File: src/rtl/pwr_mode_ctrl.sv
module pwr_mode_ctrl (
  input  logic       clk,
  input  logic       rst_n,
  input  logic       req_sleep,
  input  logic       cfm_sleep,
  input  logic       req_stby,
  input  logic       cfm_stby,
  input  logic       wake,
  input  logic       nop,
  output logic [1:0] pwr_state,
  output logic       sleep_pend,
  output logic       stby_pend,
  output logic       osc_en
);
  localparam logic [1:0] ST_NORM  = 2'b10;
  localparam logic [1:0] ST_STBY  = 2'b01;
  localparam logic [1:0] ST_SLEEP = 2'b00;

  logic in_norm;
  logic idle_poll;
  assign in_norm   = (pwr_state == ST_NORM);
  assign idle_poll = nop;

  always_ff @(posedge clk or negedge rst_n) begin
    if (!rst_n) begin
      pwr_state  <= ST_NORM;
      sleep_pend <= 1'b0;
      stby_pend  <= 1'b0;
      osc_en     <= 1'b1;
    end else if (wake) begin
      pwr_state  <= ST_NORM;
      sleep_pend <= 1'b0;
      stby_pend  <= 1'b0;
      osc_en     <= 1'b1;
    end else if (in_norm) begin
      if (cfm_sleep && sleep_pend) begin
        pwr_state  <= ST_SLEEP;
        sleep_pend <= 1'b0;
        osc_en     <= 1'b0;
      end else if (cfm_stby && stby_pend) begin
        pwr_state <= ST_STBY;
        stby_pend <= 1'b0;
        osc_en    <= 1'b0;
      end else if (req_sleep) begin
        sleep_pend <= 1'b1;
        stby_pend  <= 1'b0;
      end else if (req_stby) begin
        stby_pend  <= 1'b1;
        sleep_pend <= 1'b0;
      end else if (idle_poll) begin
        sleep_pend <= sleep_pend;
      end
    end
  end
endmodule


File: config.mk
export PLATFORM = sky130hd
export DESIGN_NAME = pwr_mode_ctrl
export DESIGN_NICKNAME = d
export VERILOG_FILES = /design/src/rtl/pwr_mode_ctrl.sv
export SDC_FILE = /design/constraint.sdc
export NUM_CORES = 1
export LEC_CHECK = 0
export ABC_CLOCK_PERIOD_IN_PS = 1600
export BUFFER_PORTS_ARGS = -buffer_cell sky130_fd_sc_hd__clkbuf_2
export CAP_MARGIN = 40
export CORE_AREA = 2 2 39 41
export DETAILED_ROUTE_END_ITERATION = 10
export DIE_AREA = 0 0 41 43
export GPL_TIMING_DRIVEN = 0
export PLACE_DENSITY_LB_ADDON = 0.15
export SETUP_SLACK_MARGIN = 0.5
export SLEW_MARGIN = 20
export SYNTH_ARGS = -nofsm -noshare
export SYNTH_HDL_FRONTEND = slang
export SYNTH_SLANG_ARGS = --single-unit
File: constraint.sdc
create_clock -name clk -period 1.6 [get_ports clk]
set_input_delay 0.24 -clock clk [delete_from_list [all_inputs] [get_ports clk]]
set_output_delay 0.24 -clock clk [all_outputs]
set_load 0.005 [all_outputs]
# After elaboration in Yosys (flattened, before gate mapping)
# Cells that the tools add are included.
# Widths: inputs -> output; s select.
# totals
regBits	5
out_inout_bits	5
mem_bits_ro	0
inputBits	8
mem_bits_rw	0
memories	0
latchBits	0
# classes
n_mul	0
bitwise	0
magnitude_cmp	0
n_div	0
mux	20
n_addsub	0
n_shift	0
reduce_logical	9
eq_ne	3
# ops
operator	count
$mux 1	16
$mux 2	4
$reduce_bool 4->1	2
$reduce_and 3->1	2
$ne 3x3->1 const B	1
$reduce_bool 3->1	1
$eq 2x2->1 const B	1
$logic_and 1x1->1	2
$ne 2x2->1 const B	1
$reduce_and 2->1	1
$reduce_bool 2->1	1

# Logic depth before layout (Yosys ltp)
# Gate-level depths: netlist of the first run.
# depth
depth_word	6
ltp_mapped	3
depth_no_buf	3

# Worst setup path after synthesis of the first run
# OpenSTA, ideal clock, no wires.
# synth_path
kind	reg-to-reg
from	register osc_en (netlist name)
to	register stby_pend
arrival_ns	0.980
path_slack_ns	0.501
path_buffers	0
t_required_ns	1.480
synth_period_minus_slack_ns	1.099
path_stages_with_launch	4
setup_time_ns	0.120
path_cell_list	dfstp_2 -> and2b_4 -> o211ai_1 -> a31o_1
# synth_rtl
item	line_no	rtl
to (signal assigned)	28	stby_pend <= 1'b0;
to (signal assigned)	33	stby_pend <= 1'b0;
to (signal assigned)	42	stby_pend <= 1'b0;
to (decl)	12	output logic stby_pend,

==> results of run 1 <==
-- state kept, by name, summed over array words and instances, names as in the netlist --
| register | count |
|---|---|
| stby_pend | 1 |
| sleep_pend | 1 |
| osc_en | 1 |
| pwr_state | 1 |
-- stage by stage --
stage | worst slack [ps] | hold slack, ps
6_report | 409 | 322
5_1_grt | 372 | 346
4_1_cts | 376 | 301
3_5_place_dp | 445 | 48.8
3_3_place_gp | 458 | 48.4
2_1_floorplan | 501 | -55.6
-- critical path, cell delays in order, from the launching register on --
cell	delay (ps)
dfstp_2	550
buf_6	100
buf_6	80
-- logic make-up after synthesis --
family | after synthesis
AO/OA/AOI/OAI | 9
buffers and inverters | 2
AND/OR/NAND/NOR | 7
flip-flops | 4
-- metal layers --
metal | vias to the layer above | GRT usage (%)
met1 | 112 | 9.15
met5 | - | 0
met4 | 0 | 8.00
met3 | 0 | 1.57
li1 | 118 | -
met2 | 7 | 10.9
-- worst paths after layout --
path	startpoint	end	slack, ps	cells past startpoint
min in group asynchronous	rst_n	sleep_pend$_DFFE_PN0P_	330	2
setup reg to reg	osc_en$_DFFE_PN1P_	stby_pend$_DFFE_PN0P_	500	3
hold reg to reg	pwr_state[0]$_DFFE_PN0P_	pwr_state[0]$_DFFE_PN0P_	540	2
hold / removal	wake	pwr_state[0]$_DFFE_PN0P_	320	2
max in group asynchronous	rst_n	osc_en$_DFFE_PN1P_	1050	2
setup / recovery	osc_en$_DFFE_PN1P_	pwr_state[1]	410	2
-- final cells by class --
class,count,share of cell area [%]
flip-flops and latches,4,27.1
inverters,1,0.990
clock buffers,4,6.93
repair buffers,13,20.8
plain buffers,1,2.97
multi-input cells,16,36.0
well taps,16,5.28
-- power groups by stage --
stage / Clock [uW] / Sequential (uW) / Combinational (uW)
2_1_floorplan: 0 / 121 / 29.1
5_1_grt: 153 / 122 / 76.1
6_report: 135 / 121 / 68.9
3_5_place_dp: 0 / 122 / 57.7
4_1_cts: 144 / 120 / 64.6
3_3_place_gp: 0 / 121 / 57.5
-- synth_stat cells --
cell type and n:
dfrtp_1 3, a21boi_0 1, a21o_1 1, a221oi_2 1, a31o_1 1, a41oi_1 1, and2b_4 1, and3_1 1
buf_4 1, dfstp_2 1, inv_1 1, nand2_1 1, nand2b_1 1, nor2_1 1, nor4b_2 1, o211a_1 1
o211ai_1 1, o21ai_0 1, o22ai_1 1, or2_1 1
-- timing repair --
item,CTS,global route
endpoints found under the hold margin,4,0
buffers inserted,1,0
pin swaps,1,1
hold buffers,1,0
gates resized for setup,1,3
setup endpoints to repair,3,5
==> qor_table.md, run 1 <==
| Metric | This run |
|---|---|
| Status | completed |
| Clock-pin slew of the registers on the worst-case setup and hold paths | 30 ps |
| Post-Layout Inst Area | 379 um^2 |
| Number of antenna diodes | 0 |
| Highest metal layer with signal wires | met3 |
| Overall power consumption | 325 uW |
| Slew Limit Headroom | 85.7% |
| Minimum clock period after layout | 1190 ps |
| Register area share after synthesis | 42.2% |
| Final Hold Viols | 0 |
| Wl on met1 | 237 um |
| Required time of the critical path | 1360 ps |
| Area of combinational cells with multiple inputs | 136 um^2 |
| Internal power | 245 uW |
| Routed wire per std cell | 10.0 um |
| Number of warning messages in the yosys log | 0 |
| Fraction of final layout cells sized beyond drive strength 1 | 53.8% |
| Global router's overall resource usage | 7.87% |
| Die width | 41 um |
| Placer congestion estimate | 0.635 |
| Proportion of netlist area held by the largest area contributor | 31.3% |
| Number of levels in the clock H-tree | 1 |
| First-pass GRT wire length | 917 um |
| Switch share | 24.5% |
| Detailed-routed wire length on met3 | 38 um |
| Largest vdd supply drop | 0.290 mV |
| Post-synthesis simple-gate area fraction | 21.4% |
| Routed Wire Length | 552 um |
| Core area | 0.00138 mm^2 |
| Final count of negative-setup-slack endpoints | 0 |
| Share of power burned in the clock network | 41.6% |
| Accumulated negative setup slack | 0 ps |
| Area enclosed by the die boundary | 0.00176 mm^2 |
| Post-synthesis share of cell area spent on xor and xnor gates | 0% |
| NetSw | 79.5 uW |
| Skew-Pair Late Insertion Delay | 240 ps |
| Row count | 14 |
| Tightest Hold Check Type | in -> reg |
| Slew of the pin with the lowest slew margin | 214 ps |
| Sort of element at the end of the critical path | primary output |
| Cell area after technology mapping | 240 um^2 |
| Max clock buf depth | 2 |
| Leading post-synthesis cells by cell area | dfrtp_1 31%, dfstp_2 11%, a221oi_2 6.3% |
| Leakage power total | 0.000193 uW |
| Yosys top cell by area | dfrtp_1 |
| Average instance area after synthesis | 10.9 um^2 |
| Part of the total power dissipated in sequential elements | 37.2% |
| Clock Root Buffer | clkbuf_4 |
| Area Overhead vs Synth | 57.8% |
| Largest net degree at the start of global routing | 9 |
| Max-cap check violation count | 0 |
| Unrepaired setup endpoints after global routing | yes |
| Mapped Cells | 22 |
| Iter 0 DRT Violations | 0 |
| Number of non-filler instances in the completed layout | 55 |
| Post-route fraction of the period consumed by the critical path | 74.4% |
| Syn Nets | 30 |
| Avg Vias per Cell | 4.31 |
| Biggest fanout along the worst timing path | 4 |
| Worst Path Arrival | 950 ps |
| Mux share of post-synthesis cell area | 0% |
| DR DRC count | 0 |
| Top-Level Pins | 13 |
| Initial antenna violation count | 0 |
| Commonest non-fill, non-tap cells in the layout | 10 x clkbuf_2, 3 x clkbuf_4, 2 x buf_6, 2 x dfrtp_1 |
| CTS Buf Count | 3 |
| Number of clock sinks | 4 |
| Final Core Density | 27.4% |
| Fraction of power consumed by combinational cells | 21.2% |
| Dpl cell area | 315 um^2 |
| Flip-flop and latch area | 103 um^2 |
| Met2 wire length | 276 um |
| Die Span Y | 43 um |
| Highest clock frequency the design can meet | 840 MHz |
| Most common cell after layout, fill and taps aside | clkbuf_2 |
| Power per cell area | 857 mW/mm^2 |
| Number of global-route vias before repair | 258 |
| Effective utilization at floorplan | 17.4% |
| Clock tree from TritonCTS | yes |
| Flop and latch count out of synthesis | 4 |
| Worst Path Class, Setup | reg -> out |
| Clk_skew | 7.58 ps |
| Grt ovf | 0 |
| Dpl cells | 49 |
| Pins over their slew limit | 0 |
| Number of nets still failing antenna checks after routing | 0 |
| Combinational family with the most area after synthesis | compound AO/OA/AOI/OAI gates |
| Number of iterations in the first detailed-routing pass | 1 |
| Crit start category | register |
| Fill count | 166 |
| Post-layout nets | 48 |
| Compound-cell area share of the yosys netlist | 31.8% |
| Via Count | 237 |
| Number of buffers inserted by port buffering | 11 |
| Post-synthesis share of cell area spent on full adders, half adders and majority gates | 0% |
| Number of distinct library cells after synthesis | 20 |
(Power assumes the default switching activity.)
==> run 2: changes to the inputs <==
--- a/config.mk
+++ b/config.mk
@@ -5,7 +5,7 @@
 export SDC_FILE = /design/constraint.sdc
 export NUM_CORES = 1
 export LEC_CHECK = 0
-export ABC_CLOCK_PERIOD_IN_PS = 1600
+export ABC_CLOCK_PERIOD_IN_PS = 1300
 export BUFFER_PORTS_ARGS = -buffer_cell sky130_fd_sc_hd__clkbuf_2
 export CAP_MARGIN = 40
 export CORE_AREA = 2 2 39 41
==> constraint.sdc (replaced) <==
create_clock -name clk -period 1.3 [get_ports clk]
set_input_delay 0.195 -clock clk [delete_from_list [all_inputs] [get_ports clk]]
set_output_delay 0.195 -clock clk [all_outputs]
set_load 0.005 [all_outputs]
==> qor_table.md, run 2 (same netlist as run 1, synthesis figures left out) <==
| Metric | This run | Delta |
|---|---|---|
| Status | completed |  |
| Worst Path Class, Setup | reg -> out |  |
| R2R cell count | 3 | unchanged |
| Iter 0 DRT Violations | 0 | unchanged |
| Routed wire per std cell | 10.1 um | +0.17% |
| Largest net degree at the start of global routing | 9 | unchanged |
| Unrepaired setup endpoints after global routing | yes |  |
| Power per cell area | 1060 mW/mm^2 | +24% |
| Number of non-filler instances in the completed layout | 56 | +1.8% |
| Post-placement setup slack | 205 ps | -240 ps |
| Highest clock frequency the design can meet | 873 MHz |  |
| Routed Wire Length | 563 um | +2.0% |
| Area Overhead vs Synth | 57.3% |  |
| Avg Vias per Cell | 4.27 | -0.96% |
| Grt ovf | 0 | unchanged |
| Number of clock sinks | 4 | unchanged |
| Most repeated library cell on the critical path | buf_6 |  |
| Initial antenna violation count | 0 | unchanged |
| Maximum single-stage delay on the critical path | 550 ps | about the same |
| Library cell contributing the largest single delay on the critical path | dfstp_2 |  |
| Leakage power total | 0.000194 uW | +0.41% |
| Number of global-route vias before repair | 251 | -2.7% |
| Placer congestion estimate | 0.625 | -1.5% |
| Tightest Hold Check Type | in -> reg |  |
| Clock Root Buffer | clkbuf_4 |  |
| Row count | 14 | unchanged |
| Launching element of the worst setup path | osc_en$_DFFE_PN1P_ |  |
| Post-route fraction of the period consumed by the critical path | 88.1% |  |
| Slew of the pin with the lowest slew margin | 228 ps | +13.6 ps |
| Final Core Density | 27.3% | -0.090 points |
| Effective utilization at floorplan | 17.4% | unchanged |
| Clk_skew | 8.16 ps | +0.588 ps |
| Dpl cells | 49 | unchanged |
| Top-Level Pins | 13 | unchanged |
| FF-to-FF End | stby_pend$_DFFE_PN0P_ |  |
| Number of buffers inserted by port buffering | 11 | unchanged |
| Number of antenna diodes | 0 | unchanged |
| Final count of negative-setup-slack endpoints | 0 | unchanged |
| DR DRC count | 0 | unchanged |
| Max clock buf depth | 2 | unchanged |
| Post-layout nets | 49 | +2.1% |
| Clock-pin slew of the registers on the worst-case setup and hold paths | 40 ps | about the same |
| Max-cap check violation count | 0 | unchanged |
| Sort of element at the end of the critical path | primary output |  |
| Largest vdd supply drop | 0.413 mV | +42% |
| Number of levels in the clock H-tree | 1 | unchanged |
| Worst-case setup margin in the final layout | 154 ps | -255 ps |
| Die width | 41 um | unchanged |
| Clock tree from TritonCTS | yes |  |
| Minimum clock period after layout | 1150 ps |  |
| Biggest fanout along the worst timing path | 4 | unchanged |
| Pins over their slew limit | 0 | unchanged |
| Cell Chain, Critical Path | buf_6 -> buf_6 |  |
| Slew Limit Headroom | 84.8% | -0.91 points |
| Final Hold Viols | 0 | unchanged |
| HPWL reported at the end of detailed placement | 450 um |  |
| Accumulated negative setup slack | 0 ps | unchanged |
| Setup crit end | pwr_state[1] |  |
| Number of iterations in the first detailed-routing pass | 1 | unchanged |
| Overall power consumption | 401 uW | +24% |
| Fraction of final layout cells sized beyond drive strength 1 | 55.0% | +1.2 points |
| Required time of the critical path | 1110 ps | -250 ps |
| Commonest non-fill, non-tap cells in the layout | 10 x clkbuf_2, 3 x clkbuf_4, 2 x buf_6, 2 x dfrtp_1, 2 x buf_4 |  |
| Crit start category | register |  |
| First-pass GRT wire length | 855 um | -6.8% |
| Core area | 0.00138 mm^2 | unchanged |
| Most common cell after layout, fill and taps aside | clkbuf_2 |  |
| Area enclosed by the die boundary | 0.00176 mm^2 | unchanged |
| CTS Buf Count | 3 | unchanged |
| Worst Path Arrival | 950 ps | about the same |
| Critical R2R Launch | osc_en$_DFFE_PN1P_ |  |
| FF-to-FF setup slack | 210 ps | -290 ps |
| Skew-Pair Late Insertion Delay | 240 ps | about the same |
| Number of nets still failing antenna checks after routing | 0 | unchanged |
| Die Span Y | 43 um | unchanged |
| Global router's overall resource usage | 7.26% | -0.61 points |
| Via Count | 239 | +0.84% |
-- run 2: power by group --
part	internal (uW)	switching, uW	total (uW)
Sequential	137	11.0	148
Clock	115	53.4	169
Combinational	50.7	34.2	84.9
-- run 2: worst min path at each step --
stage,from,endpoint,slack [ps],depth (start not counted)
CTS,wake,pwr_state[0]$_DFFE_PN0P_,240,2
global placement,rst_n,pwr_state[0]$_DFFE_PN0P_,3,1
finish,wake,pwr_state[0]$_DFFE_PN0P_,270,2
global route,wake,pwr_state[0]$_DFFE_PN0P_,270,2
floorplan,rst_n,pwr_state[0]$_DFFE_PN0P_,-100,0
detailed placement,rst_n,pwr_state[0]$_DFFE_PN0P_,9,1
-- run 2: layer usage --
layer | share of wire, % | track usage, % | vias up | wire length, um
met5 | 0 | 0 | - | 0
met4 | 0 | 6.00 | 0 | 0
met3 | 6.4 | 1.57 | 0 | 36
met2 | 53 | 11.9 | 6 | 296
met1 | 41 | 7.17 | 112 | 230
li1 | - | - | 121 | -
-- run 2: what timing repair did --
item	in CTS	in global routing
hold buffers	1	0
endpoints found under the setup margin	9	9
endpoints found under the hold margin	4	0
resized for setup	2	1
setup buffers	2	0
cloned	0	0
-- run 2: critical path, delay by kind of cell, from the launching register on --
kind                   cells  cell delay, ps
buffers and inverters      2             180
DFF                        1             550
-- run 2: final cells by class --
type | count | area, um^2
multi-input cells | 16 | 128
fillers | 166 | 1010
inverters | 1 | 3.75
flip-flops and latches | 4 | 103
plain buffers | 1 | 11.3
clock buffers | 4 | 26.3
repair buffers | 14 | 86.3
well taps | 16 | 20.0
-- run 2: stage by stage --
step,cell area [um^2],hold WS (ps)
final,378,269
after global routing,378,265
after CTS,372,245
after detailed placement,315,9.12
after global placement,315,2.76
after floorplan,240,-101
==> run 3: changes to the inputs <==
--- a/config.mk
+++ b/config.mk
@@ -11,7 +11,6 @@
 export CORE_AREA = 2 2 39 41
 export DETAILED_ROUTE_END_ITERATION = 10
 export DIE_AREA = 0 0 41 43
-export GPL_TIMING_DRIVEN = 0
 export PLACE_DENSITY_LB_ADDON = 0.15
 export SETUP_SLACK_MARGIN = 0.5
 export SLEW_MARGIN = 20
==> qor_table.md, run 3 (same netlist as run 1, synthesis figures left out) <==
| Metric | This run | Delta |
|---|---|---|
| Pins over their slew limit | 0 | unchanged |
| NetSw | 99.7 uW | +1.2% |
| Core area | 0.00138 mm^2 | unchanged |
| Highest clock frequency the design can meet | 929 MHz | +6.5% |
| Number of antenna diodes | 0 | unchanged |
| Max-cap check violation count | 0 | unchanged |
| Fraction of power consumed by combinational cells | 19.1% | -2.1 points |
| Tightest Hold Check Type | in -> reg |  |
| Fraction of final layout cells sized beyond drive strength 1 | 55.0% | unchanged |
| Clock-pin slew of the registers on the worst-case setup and hold paths | 40 ps | about the same |
| Grt ovf | 0 | unchanged |
| Flip-flop and latch area | 103 um^2 | unchanged |
| Skew-Pair Late Insertion Delay | 240 ps | about the same |
| Clock Root Buffer | clkbuf_4 |  |
| DR DRC count | 0 | unchanged |
| Routed Wire Length | 551 um | -2.1% |
| Accumulated negative setup slack | 0 ps | unchanged |
| Status | completed |  |
| Share of power burned in the clock network | 43.6% | +1.5 points |
| Global router's overall resource usage | 7.77% | +0.51 points |
| Worst Path Class, Setup | reg -> out |  |
| Clock tree from TritonCTS | yes |  |
| Slew Limit Headroom | 83.3% | -1.5 points |
| Max clock buf depth | 2 | unchanged |
| Area of combinational cells with multiple inputs | 128 um^2 | unchanged |
| Clk_skew | 6.22 ps | -1.95 ps |
| Part of the total power dissipated in sequential elements | 37.2% | +0.4 points |
| Number of nets still failing antenna checks after routing | 0 | unchanged |
| Die Span Y | 43 um | unchanged |
| Post-layout nets | 49 | unchanged |
| Effective utilization at floorplan | 17.4% | unchanged |
| Largest net degree at the start of global routing | 9 | unchanged |
| Cell Chain, Critical Path | clkbuf_2 |  |
| CTS Buf Count | 3 | unchanged |
| Number of levels in the clock H-tree | 1 | unchanged |
| Final Hold Viols | 0 | unchanged |
| Number of iterations in the first detailed-routing pass | 1 | unchanged |
| CP top delay family | flip-flops |  |
| Avg Vias per Cell | 4.18 | -2.1% |
| Critical path buffers and inverters | 1 | -1 |
| Row count | 14 | unchanged |
| Minimum clock period after layout | 1080 ps | -69.4 ps |
| Dpl cells | 48 | -2.0% |
| Placer congestion estimate | 0.611 | -2.3% |
| Die width | 41 um | unchanged |
| Most common cell after layout, fill and taps aside | clkbuf_2 |  |
| Commonest non-fill, non-tap cells in the layout | 11 x clkbuf_2, 3 x clkbuf_4, 3 x buf_4 |  |
| Biggest fanout along the worst timing path | 4 | unchanged |
| Area Overhead vs Synth | 53.1% |  |
| Number of global-route vias before repair | 242 | -3.6% |
| Maximum single-stage delay on the critical path | 540 ps | about the same |
| Final count of negative-setup-slack endpoints | 0 | unchanged |
| Initial antenna violation count | 0 | unchanged |
| Top-Level Pins | 13 | unchanged |
| Post-route fraction of the period consumed by the critical path | 82.8% | -5.3 points |
| Sort of element at the end of the critical path | primary output |  |
| Library cell contributing the largest single delay on the critical path | dfstp_2 |  |
| Worst hold slack | 245 ps | -23.0 ps |
| Number of non-filler instances in the completed layout | 56 | unchanged |
| Iter 0 DRT Violations | 0 | unchanged |
| Crit start category | register |  |
| Internal power | 295 uW | -2.5% |
| Largest vdd supply drop | 0.377 mV | -8.7% |
| Slew of the pin with the lowest slew margin | 251 ps | +23.0 ps |
| Leakage power total | 0.000192 uW | -1.2% |
| Routed wire per std cell | 9.84 um | -2.1% |
| Area enclosed by the die boundary | 0.00176 mm^2 | unchanged |
| Number of clock sinks | 4 | unchanged |
| Required time of the critical path | 1110 ps | about the same |
| Number of buffers inserted by port buffering | 11 | unchanged |
| Via Count | 234 | -2.1% |
| First-pass GRT wire length | 883 um | +3.3% |
| Fill count | 159 | -4.2% |
| Unrepaired setup endpoints after global routing | yes |  |
| Worst Path Arrival | 880 ps | -70 ps |
| Power per cell area | 1070 mW/mm^2 | +1.1% |
| Switch share | 25.3% | +0.69 points |
run 3: power by group through the flow:
stage	registers, uW	logic [uW]	clock network (uW)
5_1_grt	148	85.0	194
3_5_place_dp	149	67.0	0
4_1_cts	147	75.8	182
3_3_place_gp	149	67.2	0
6_report	147	75.5	172
2_1_floorplan	149	35.9	0
run 3: what timing repair did:
action,CTS,global route
gates resized for setup,2,0
endpoints found under the setup margin,9,9
setup buffers,2,1
hold buffers,1,0
hold endpoints to repair,4,0
run 3: final cells by class:
cell class	instances	share of cell area, %
Timing Repair Buffer	15	23.8
Tap cell	16	5.44
Inverter	1	1.02
Multi-Input combinational cell	16	34.7
Clock buffer	4	7.14
Sequential cell	4	27.9
run 3: path summary, 6_finish.rpt:
kind                                        start                  endpoint  slack, ps  cells past startpoint
max in group asynchronous                   rst_n        osc_en$_DFFE_PN1P_        800                      2
min in group asynchronous                   rst_n    sleep_pend$_DFFE_PN0P_        290                      2
hold / removal                               wake  pwr_state[0]$_DFFE_PN0P_        250                      2
setup / recovery               osc_en$_DFFE_PN1P_                    osc_en        220                      1
setup reg to reg               osc_en$_DFFE_PN1P_     stby_pend$_DFFE_PN0P_        230                      3
hold reg to reg            sleep_pend$_DFFE_PN0P_    sleep_pend$_DFFE_PN0P_        560                      1
run 3: stage by stage:
step / utilization (%) / cell area, um^2 / power (uW) / setup slack (ps)
after floorplan: - / 240 / 184 / 241
after global placement: 22.2 / 308 / 216 / 202
after detailed placement: 22.2 / 308 / 216 / 209
after CTS: 26.0 / 360 / 405 / 211
after global routing: 26.6 / 368 / 427 / 183
final: 26.6 / 368 / 395 / 224
run 3: routing by layer:
layer	up-vias	track usage, %	wire length, um	share of wire, %
met5	-	0	0	0
met4	0	6.00	0	0
met3	0	3.14	36	6.5
met2	6	11.3	290	53
met1	107	8.50	223	40
li1	121	-	-	-
